===== src/rtl/sram_seq_pkg.sv =====
// Package: shared types for the SRAM bus cycle sequencer.
// Assumes: interface type codes are fixed as listed; phase order is fixed.
package sram_seq_pkg;

    typedef enum logic [1:0] {
        IF_SRAM   = 2'd0,
        IF_BCSRAM = 2'd1,
        IF_BROM   = 2'd2,
        IF_OTHER  = 2'd3
    } itype_t;

    typedef enum logic [2:0] {
        PH_IDLE   = 3'd0,
        PH_CSON   = 3'd1,
        PH_SETUP  = 3'd2,
        PH_STROBE = 3'd3,
        PH_SHOLD  = 3'd4,
        PH_AHOLD  = 3'd5,
        PH_CSOFF  = 3'd6
    } phase_t;

    localparam int TFIELD_W = 3;

endpackage


===== src/rtl/sram_seq_cfg.sv =====
// Module: timing field register.
// Holds setup, address-hold, wait and strobe-hold values.
// Assumes: writes happen while the sequencer is idle; resets to setup=7, hold=7.
module sram_seq_cfg
    import sram_seq_pkg::*;
#(
    parameter int WAIT_W  = 4,
    parameter int SHOLD_W = 3
) (
    input  logic                clk,
    input  logic                rst_n,
    input  logic                wr_en,
    input  logic [TFIELD_W-1:0] wr_setup,
    input  logic [TFIELD_W-1:0] wr_ahold,
    input  logic [WAIT_W-1:0]   wr_wait,
    input  logic [SHOLD_W-1:0]  wr_shold,
    output logic [TFIELD_W-1:0] q_setup,
    output logic [TFIELD_W-1:0] q_ahold,
    output logic [WAIT_W-1:0]   q_wait,
    output logic [SHOLD_W-1:0]  q_shold
);

    // Load the four timing fields; reset to the maximum setup and hold.
    always_ff @(posedge clk) begin
        if (!rst_n) begin
            q_setup <= '1;
            q_ahold <= '1;
            q_wait  <= '0;
            q_shold <= '0;
        end else if (wr_en) begin
            q_setup <= wr_setup;
            q_ahold <= wr_ahold;
            q_wait  <= wr_wait;
            q_shold <= wr_shold;
        end
    end

endmodule


===== src/rtl/sram_seq_calc.sv =====
// Module: effective cycle-count calculator.
// Turns the raw timing fields and interface type into the setup and
// address-hold counts actually inserted.
// Assumes: purely combinational; sampled by the phase engine on accept.
module sram_seq_calc
    import sram_seq_pkg::*;
#(
    parameter int WAIT_W  = 4,
    parameter int SHOLD_W = 3
) (
    input  logic [1:0]          itype,
    input  logic [TFIELD_W-1:0] f_setup,
    input  logic [TFIELD_W-1:0] f_ahold,
    input  logic [WAIT_W-1:0]   f_wait,
    input  logic [SHOLD_W-1:0]  f_shold,
    output logic [TFIELD_W-1:0] eff_setup,
    output logic [TFIELD_W-1:0] eff_ahold
);

    logic mem_style;
    logic no_hold_case;
    logic trim_case;

    // Classify the request: memory-style type, zero-wait/zero-hold, trim rule.
    always_comb begin
        mem_style    = (itype != IF_OTHER);
        no_hold_case = (f_wait == '0) && (f_shold == '0);
        trim_case    = (f_ahold > 3'd1) && (f_shold > SHOLD_W'(1));
    end

    // Select the inserted counts from the classification.
    always_comb begin
        eff_setup = mem_style ? f_setup : '0;
        if (!mem_style || no_hold_case) begin
            eff_ahold = '0;
        end else if (trim_case) begin
            eff_ahold = f_ahold - 3'd1;
        end else begin
            eff_ahold = f_ahold;
        end
    end

endmodule


===== src/rtl/sram_seq_fsm.sv =====
// Module: phase engine.
// Steps through chip-select-on, setup, strobe, strobe-hold,
// address-hold and chip-select-off, skipping zero-length phases.
// Assumes: counts are latched when start is high in the idle phase.
module sram_seq_fsm
    import sram_seq_pkg::*;
#(
    parameter int WAIT_W  = 4,
    parameter int SHOLD_W = 3
) (
    input  logic                clk,
    input  logic                rst_n,
    input  logic                start,
    input  logic [TFIELD_W-1:0] n_setup,
    input  logic [TFIELD_W-1:0] n_ahold,
    input  logic [WAIT_W-1:0]   n_wait,
    input  logic [SHOLD_W-1:0]  n_shold,
    output phase_t              phase,
    output logic                last_strobe
);

    localparam int CNT_W0 = (WAIT_W > SHOLD_W) ? WAIT_W : SHOLD_W;
    localparam int CNT_W  = (CNT_W0 > TFIELD_W) ? CNT_W0 : TFIELD_W;

    logic [TFIELD_W-1:0] su_q, ah_q;
    logic [WAIT_W-1:0]   wt_q;
    logic [SHOLD_W-1:0]  sh_q;
    logic [CNT_W-1:0]    cnt_q, cnt_d;
    phase_t              phase_d;

    // Flag the final strobe cycle for read-data capture.
    always_comb begin
        last_strobe = (phase == PH_STROBE) && (cnt_q == '0);
    end

    // Decide the next phase and counter load.
    always_comb begin
        phase_d = phase;
        cnt_d   = (cnt_q == '0) ? '0 : cnt_q - 1'b1;
        case (phase)
            PH_IDLE: begin
                if (start) phase_d = PH_CSON;
            end
            PH_CSON: begin
                if (su_q != '0) begin
                    phase_d = PH_SETUP;
                    cnt_d   = CNT_W'(su_q) - 1'b1;
                end else begin
                    phase_d = PH_STROBE;
                    cnt_d   = CNT_W'(wt_q);
                end
            end
            PH_SETUP: begin
                if (cnt_q == '0) begin
                    phase_d = PH_STROBE;
                    cnt_d   = CNT_W'(wt_q);
                end
            end
            PH_STROBE: begin
                if (cnt_q == '0) begin
                    if (sh_q != '0) begin
                        phase_d = PH_SHOLD;
                        cnt_d   = CNT_W'(sh_q) - 1'b1;
                    end else if (ah_q != '0) begin
                        phase_d = PH_AHOLD;
                        cnt_d   = CNT_W'(ah_q) - 1'b1;
                    end else begin
                        phase_d = PH_CSOFF;
                    end
                end
            end
            PH_SHOLD: begin
                if (cnt_q == '0) begin
                    if (ah_q != '0) begin
                        phase_d = PH_AHOLD;
                        cnt_d   = CNT_W'(ah_q) - 1'b1;
                    end else begin
                        phase_d = PH_CSOFF;
                    end
                end
            end
            PH_AHOLD: begin
                if (cnt_q == '0) phase_d = PH_CSOFF;
            end
            PH_CSOFF: phase_d = PH_IDLE;
            default:  phase_d = PH_IDLE;
        endcase
    end

    // Advance the phase register and counter.
    always_ff @(posedge clk) begin
        if (!rst_n) begin
            phase <= PH_IDLE;
            cnt_q <= '0;
        end else begin
            phase <= phase_d;
            cnt_q <= cnt_d;
        end
    end

    // Latch the per-access counts when a request is taken.
    always_ff @(posedge clk) begin
        if (!rst_n) begin
            su_q <= '0;
            ah_q <= '0;
            wt_q <= '0;
            sh_q <= '0;
        end else if (start && (phase == PH_IDLE)) begin
            su_q <= n_setup;
            ah_q <= n_ahold;
            wt_q <= n_wait;
            sh_q <= n_shold;
        end
    end

endmodule


===== src/rtl/sram_seq.sv =====
// Module: SRAM bus cycle timing sequencer (top).
// Takes one request at a time and drives chip select, read and write
// strobes, address and data, and returns read data with a done pulse.
// Assumes: requests are taken only while req_ready is high.
// Outputs are decoded from the registered phase.
module sram_seq
    import sram_seq_pkg::*;
#(
    parameter int AW      = 16,
    parameter int DW      = 16,
    parameter int WAIT_W  = 4,
    parameter int SHOLD_W = 3
) (
    input  logic                clk,
    input  logic                rst_n,
    input  logic                cfg_we,
    input  logic [2:0]          cfg_setup,
    input  logic [2:0]          cfg_ahold,
    input  logic [WAIT_W-1:0]   cfg_wait,
    input  logic [SHOLD_W-1:0]  cfg_shold,
    input  logic                req_valid,
    input  logic                req_write,
    input  logic [1:0]          req_itype,
    input  logic [AW-1:0]       req_addr,
    input  logic [DW-1:0]       req_wdata,
    output logic                req_ready,
    output logic                cs_n,
    output logic                rd_n,
    output logic                we_n,
    output logic [AW-1:0]       mem_addr,
    output logic [DW-1:0]       mem_wdata,
    input  logic [DW-1:0]       mem_rdata,
    output logic [DW-1:0]       rsp_rdata,
    output logic                done
);

    logic [TFIELD_W-1:0] r_setup, r_ahold, e_setup, e_ahold;
    logic [WAIT_W-1:0]   r_wait;
    logic [SHOLD_W-1:0]  r_shold;
    phase_t              phase;
    logic                last_strobe;
    logic                take;
    logic                wr_q;

    sram_seq_cfg #(.WAIT_W(WAIT_W), .SHOLD_W(SHOLD_W)) u_cfg (
        .clk      (clk),
        .rst_n    (rst_n),
        .wr_en    (cfg_we),
        .wr_setup (cfg_setup),
        .wr_ahold (cfg_ahold),
        .wr_wait  (cfg_wait),
        .wr_shold (cfg_shold),
        .q_setup  (r_setup),
        .q_ahold  (r_ahold),
        .q_wait   (r_wait),
        .q_shold  (r_shold)
    );

    sram_seq_calc #(.WAIT_W(WAIT_W), .SHOLD_W(SHOLD_W)) u_calc (
        .itype     (req_itype),
        .f_setup   (r_setup),
        .f_ahold   (r_ahold),
        .f_wait    (r_wait),
        .f_shold   (r_shold),
        .eff_setup (e_setup),
        .eff_ahold (e_ahold)
    );

    sram_seq_fsm #(.WAIT_W(WAIT_W), .SHOLD_W(SHOLD_W)) u_fsm (
        .clk         (clk),
        .rst_n       (rst_n),
        .start       (take),
        .n_setup     (e_setup),
        .n_ahold     (e_ahold),
        .n_wait      (r_wait),
        .n_shold     (r_shold),
        .phase       (phase),
        .last_strobe (last_strobe)
    );

    // Accept a request only in the idle phase.
    always_comb begin
        req_ready = rst_n && (phase == PH_IDLE);
        take      = req_valid && req_ready;
    end

    // Decode the active-low bus controls from the phase; quiet in reset.
    always_comb begin
        cs_n = !rst_n || (phase == PH_IDLE) || (phase == PH_CSOFF);
        rd_n = !(rst_n && (phase == PH_STROBE) && !wr_q);
        we_n = !(rst_n && (phase == PH_STROBE) && wr_q);
        done = rst_n && (phase == PH_CSOFF);
    end

    // Register address, data and direction when a request is taken.
    always_ff @(posedge clk) begin
        if (!rst_n) begin
            mem_addr  <= '0;
            mem_wdata <= '0;
            wr_q      <= 1'b0;
        end else if (take) begin
            mem_addr  <= req_addr;
            mem_wdata <= req_wdata;
            wr_q      <= req_write;
        end
    end

    // Capture read data at the end of the last strobe cycle.
    always_ff @(posedge clk) begin
        if (!rst_n) begin
            rsp_rdata <= '0;
        end else if (last_strobe && !wr_q) begin
            rsp_rdata <= mem_rdata;
        end
    end

endmodule


===== config.mk =====
export PLATFORM = sky130hd
export DESIGN_NAME = sram_seq
export DESIGN_NICKNAME = d
export VERILOG_FILES = /design/src/rtl/sram_seq_pkg.sv /design/src/rtl/sram_seq_cfg.sv /design/src/rtl/sram_seq_calc.sv /design/src/rtl/sram_seq_fsm.sv /design/src/rtl/sram_seq.sv
export SDC_FILE = /design/constraint.sdc
export NUM_CORES = 1
export LEC_CHECK = 0
export ABC_CLOCK_PERIOD_IN_PS = 2000
export CAP_MARGIN = 0
export CORE_ASPECT_RATIO = 1.2
export CORE_MARGIN = 2
export CORE_UTILIZATION = 43
export CTS_BUF_LIST = sky130_fd_sc_hd__clkbuf_8
export DETAILED_ROUTE_END_ITERATION = 10
export GPL_TIMING_DRIVEN = 0
export PLACE_DENSITY = 0.78
export SYNTH_ARGS = -nofsm -noshare
export SYNTH_HDL_FRONTEND = slang
export SYNTH_HIERARCHICAL = 1
export SYNTH_SLANG_ARGS = --single-unit

===== constraint.sdc =====
create_clock -name clk -period 2 [get_ports clk]
set_clock_uncertainty 0.05 [all_clocks]
set_input_delay 0.3 -clock clk [delete_from_list [all_inputs] [get_ports clk]]
set_output_delay 0.3 -clock clk [all_outputs]
set_load 0.05 [all_outputs]

# == Yosys cells after proc, flatten, opt, wreduce, memory -nomap -nowiden ==
# Index checks and enable logic that the tools add are counted.
# op_classes
n_eq_ne,12
muxes,20
order_cmp,2
reduce_logical,27
n_addsub,5
# op_table
op,count
2-to-1 mux 4 bit,7
2-to-1 mux 3 bit,9
case mux 3 bit (6 select lines),1
case mux 4 bit (4 select lines),1
subtractor 3 x 1 -> 4 bit (second input constant),3
logical AND 1 bit,11
!= test 2 x 1 -> 1 bit (second input constant),5
equality test 3 bit (second input constant),3
nonzero test 3 bit,3
logical NOT 4 bit,2
equality test 3 x 2 -> 1 bit (second input constant),2
> comparator 3 x 1 -> 1 bit (second input constant),2
logical NOT 3 bit,2
logical NOT 1 bit,5
AND reduction 5 bit,1
subtractor 4 x 1 -> 4 bit (second input constant),1
equality test 3 x 1 -> 1 bit (second input constant),1
logical OR 1 bit,3
subtractor 3 x 1 -> 3 bit (second input constant),1
2-to-1 mux 2 bit,1
!= test 2 bit (second input constant),1
2-to-1 mux 1 bit,1
# totals
in_bits,68
ff_bits,82
output_inout_bits,53

# == Depth between registers and ports, before layout ==
# depth
ltp_word,6
depth_mapped,10
depth_no_buf,8

# == By module ==
# The synthesis kept the hierarchy.
# modules_own_cells
module,area_each_um2,cells_each,instances
sram_seq,1719.1,156,1
sram_seq_fsm,1318.8,174,1
sram_seq_cfg,491.7,42,1
sram_seq_calc,186.4,25,1

# == Least setup slack after synthesis ==
# Ideal clock, no wire load.
# synth_path
path_type,flip-flop to flip-flop
start,register u_fsm.phase[2]
end,register u_fsm.sh_q[2]
required_ns,1.877
synth_period_minus_slack_ns,2.693
setup_time_ns,0.073
path_slack_ns,-0.693
arrival_ns,2.570
stages_incl_launch_ff,9
path_cell_list,dfxtp_1 > nor4b_2 > and2_1 > buf_6 > buf_12 > nor4b_2 > buf_2 > nand2_1 > a21oi_1
# synth_between
elab_chain_len,4
# synth_rtl
item,line,text
start: declaration,sram_seq_fsm.sv:18,"output phase_t phase,"
start signal: assignment,sram_seq_fsm.sv:96,phase <= phase_d;
logical NOT 3 bit,sram_seq.sv:83,req_ready = rst_n && (phase == PH_IDLE);
logical AND 1 bit,sram_seq.sv:83,
net req_ready,sram_seq.sv:26,"output logic req_ready,"
logical AND 1 bit,sram_seq.sv:84,take = req_valid && req_ready;
net take,sram_seq.sv:42,logic take;
logical AND 1 bit,sram_seq_fsm.sv:108,end else if (start && (phase == PH_IDLE)) begin
end signal: assignment,sram_seq_fsm.sv:112,sh_q <= n_shold;
end: declaration,sram_seq_fsm.sv:27,logic [SHOLD_W-1:0] sh_q;
# The timed path passes the listed nets, and every way through them passes these cells.
# A chain may end at the register's enable or synchronous reset.

# == Worst setup path in the final report ==
# layout_path
start,register u_fsm.phase[1]
end,output port req_ready
# layout_between
elab_chain_len,2
# layout_rtl
item,line
logical NOT 3 bit,sram_seq.sv:83
logical AND 1 bit,sram_seq.sv:83
end: declaration,sram_seq.sv:26
# No other way between the ends.

==> impl_results.md <==
- Initial antenna violation count: 0
- Synth Warn #: 6
- CTS Buf Count: 9
- Final Hold Viols: 0
- Crit path DAT: 1.56 ns
- WL/cell: 14.7 µm
- Number of synthesized register bits: 82
- Routed vias: 3,321
- Startpoint types: flop
- Hold WS: 0.200 ns
- Most common cell in the netlist: dfxtp_1
- Initial Util: 0.439
- Final worst slack: 0.0912 ns
- Final setup violation count: 0
- Largest net degree at the start of global routing: 13
- Input/output buffers: 119
- Seq/Total Area, Yosys: 0.442
- Worst-margin pin slew: 0.569 ns
- Period Utilization, post-route: 0.954
- Hold Path Class: primary input to flop
- Leakage power: 2.09 nW
- Synth top area share: 0.442
- Worst Setup Slack post-DPL: -0.841 ns
- Hpwl dp: 7260 µm
- Max Cap Viol: 0
- Worst path buffer plus inverter count: 1
- Syn Nets: 475
- Number of clock sinks: 82
- Synth area leader: dfxtp_1
- RSZ-0062 raised after global routing: no
- Worst skew pair latency: 0.35 ns
- Critical path class: flop to primary output
- Largest stage delay on the critical path: 0.56 ns
- Main area contributors after synthesis: dfxtp_1 (44%), nand2_1 (7.4%), a22o_1 (6.4%)
- Placed cell areas: 5080 µm²
- Die Y: 106 µm
- Root buffer cell: clkbuf_8
- ANT cells: 0
- Core Area: 8470 µm²
- Min Tclk post-route: 1.91 ns
- Netlist cell types: 51
- CTS tree: done
- Total die area: 9400 µm²
- Asr flop ratio synth: 0
- Crit path required time: 1.65 ns
- Residual DRC: 0
- Achievable frequency: 0.524 GHz
- Worst-path cell chain: nor4b_4, clkdlybuf4s15_1
- Post-synthesis cell count: 397
- Detail-routed via count per cell: 5.08
- Largest delay share family, worst path: buffers and inverters
- Hold-fix buffers, CTS: 0
- Clock slew at reported path FFs: 0.08 ns
- Ys flop type: dfxtp_1
- Row Count: 37
- Max FO, Critical Path: 9
- Global route total overflow: 0
- Area Growth Syn to Fin: 45.1%
- CTS H-tree lvls: 3
- Share of layout cells above drive strength 1: 0.136
- Vias in the first global route: 3,208
- Max VDD drop: 0.414 mV
- Initial DRC count: 109
- EDFF count, synth: 0
- Drt first pass iters: 4
- Slowest stage cell, crit path: clkdlybuf4s15_1
- Cell area after layout: 5390 µm²
- Sum Neg Setup Slack: 0 ns
- GP Congestion: 0.917
- Antenna-violating nets left: 0
- Nets: 611
- Avg Inst Size Synth: 9.36 µm²
- Post-Route WL: 9600 µm
- First-pass GRT wire length: 15,100 µm
- Synth cell count leaders: dfxtp_1 (82), nand2_1 (73), a22o_1 (27)
- Ports: 121
- Area of the mapped netlist: 3720 µm²
- Die width: 88.9 µm
- Inst Count DP: 633
- Maximum clock path buffer count: 2
- Status: finished clean
- Headroom to the max-slew limit: 0.620
- Cell Count, Final, Fillers Out: 654
- Global-route usage over all layers: 0.207
- Nature of the critical path endpoint: primary output
- PD cells: 1080 nW/µm²
- Slew Viols, Final: 0
-- sequential cells by signal, indices dropped and copies added, names as in the netlist --
name,flops
mem_addr,16
mem_wdata,16
rsp_rdata,16
u_cfg/q_ahold,3
u_cfg/q_setup,3
u_cfg/q_shold,3
u_cfg/q_wait,4
u_fsm/ah_q,3
u_fsm/cnt_q,4
u_fsm/phase,3
u_fsm/sh_q,3
u_fsm/su_q,3
u_fsm/wt_q,4
wr_q,1
-- cell families (layout without fill, tap and decap cells) --
group	count (synthesis)	in the layout	synth area share
AO/OA/AOI/OAI	113	113	0.232
adder cells (fa/ha/maj)	10	10	0.0337
XOR/XNOR	3	3	0.00707
multiplexers	16	16	0.0434
AND/OR/NAND/NOR	135	135	0.177
flip-flops	82	82	0.442
buffers and inverters	38	178	0.0653
-- worst paths after layout --
kind,start,to,slack (ns),cells past startpoint
hold / removal,cfg_we,u_cfg/q_shold[0]$_SDFFE_PN0P_,0.20,3
setup reg to reg,u_fsm/phase[1]$_SDFFE_PN0P_,u_fsm/su_q[0]$_SDFFE_PN0P_,0.14,9
setup / recovery,u_fsm/phase[1]$_SDFFE_PN0P_,req_ready,0.09,2
hold reg to reg,rsp_rdata[9]$_SDFFE_PN0P_,rsp_rdata[9]$_SDFFE_PN0P_,0.41,2
-- worst min-delay path, stage by stage --
cell     delay (ns)
buf_6          0.10
mux2i_1        0.07
nor2b_1        0.09
-- layout by cell type, fill, tap and decap left out, drive strengths merged, types with 2 or more instances in the layout --
| cell type | n |
|---|---|
| a21oi | 27 |
| nor3 | 5 |
| a22o | 33 |
| nor4b | 2 |
| nand3b | 3 |
| dfxtp | 82 |
| o22ai | 2 |
| and2 | 4 |
| ha | 10 |
| nand3 | 3 |
| xor2 | 3 |
| a31oi | 4 |
| a21boi | 17 |
| o21bai | 2 |
| dlygate4sd2 | 2 |
| clkdlybuf4s15 | 4 |
| nor2 | 16 |
| clkinv | 2 |
| buf | 25 |
| inv | 14 |
| a211o | 3 |
| a221oi | 2 |
| clkbuf | 17 |
| a211oi | 3 |
| o2bb2ai | 2 |
| nand2b | 4 |
| a22oi | 3 |
| o21ai | 7 |
| nor3b | 3 |
| o211ai | 2 |
| nand2 | 73 |
| mux2i | 15 |
| or3 | 4 |
| clkdlybuf4s50 | 113 |
| nor2b | 13 |
-- final cells by class --
type	instances	area (µm²)
multi-input cells	277	1890
repair buffers	126	1240
well taps	117	146
clock inverters	3	38.8
fillers	736	3080
clock buffers	12	165
flip-flops and latches	82	1650
inverters	14	52.6
plain buffers	23	209
-- layer usage --
layer | share of wire | GRT usage | wire (µm) | vias to the layer above
met3 | 0.057 | 0.0532 | 543 | 17
met4 | 0.018 | 0.0703 | 176 | 0
li1 | - | - | - | 1669
met5 | 0 | 0 | 0 | -
met2 | 0.50 | 0.369 | 4810 | 119
met1 | 0.42 | 0.232 | 4070 | 1516
-- stage by stage --
step	power, mW	utilization
global placement	4.43	0.599
floorplan	3.76	-
finish	5.83	0.637
detailed placement	4.49	0.599
CTS	5.75	0.625
global route	6.16	0.637
-- power breakdown --
group | internal (mW) | switching (mW) | total [mW]
Sequential | 1.88 | 0.195 | 2.07
Clock | 0.666 | 0.562 | 1.23
Combinational | 1.10 | 1.43 | 2.53
Total | 3.65 | 2.18 | 5.83
-- repair_timing --
item | 4_1_cts | 5_1_grt
cloned | 0 | 1
setup buffers | 0 | 6
pin swaps | 0 | 1
endpoints found under the setup margin | 37 | 31
resized for setup | 17 | 25
Note: power is estimated with default switching activity, not from simulation.
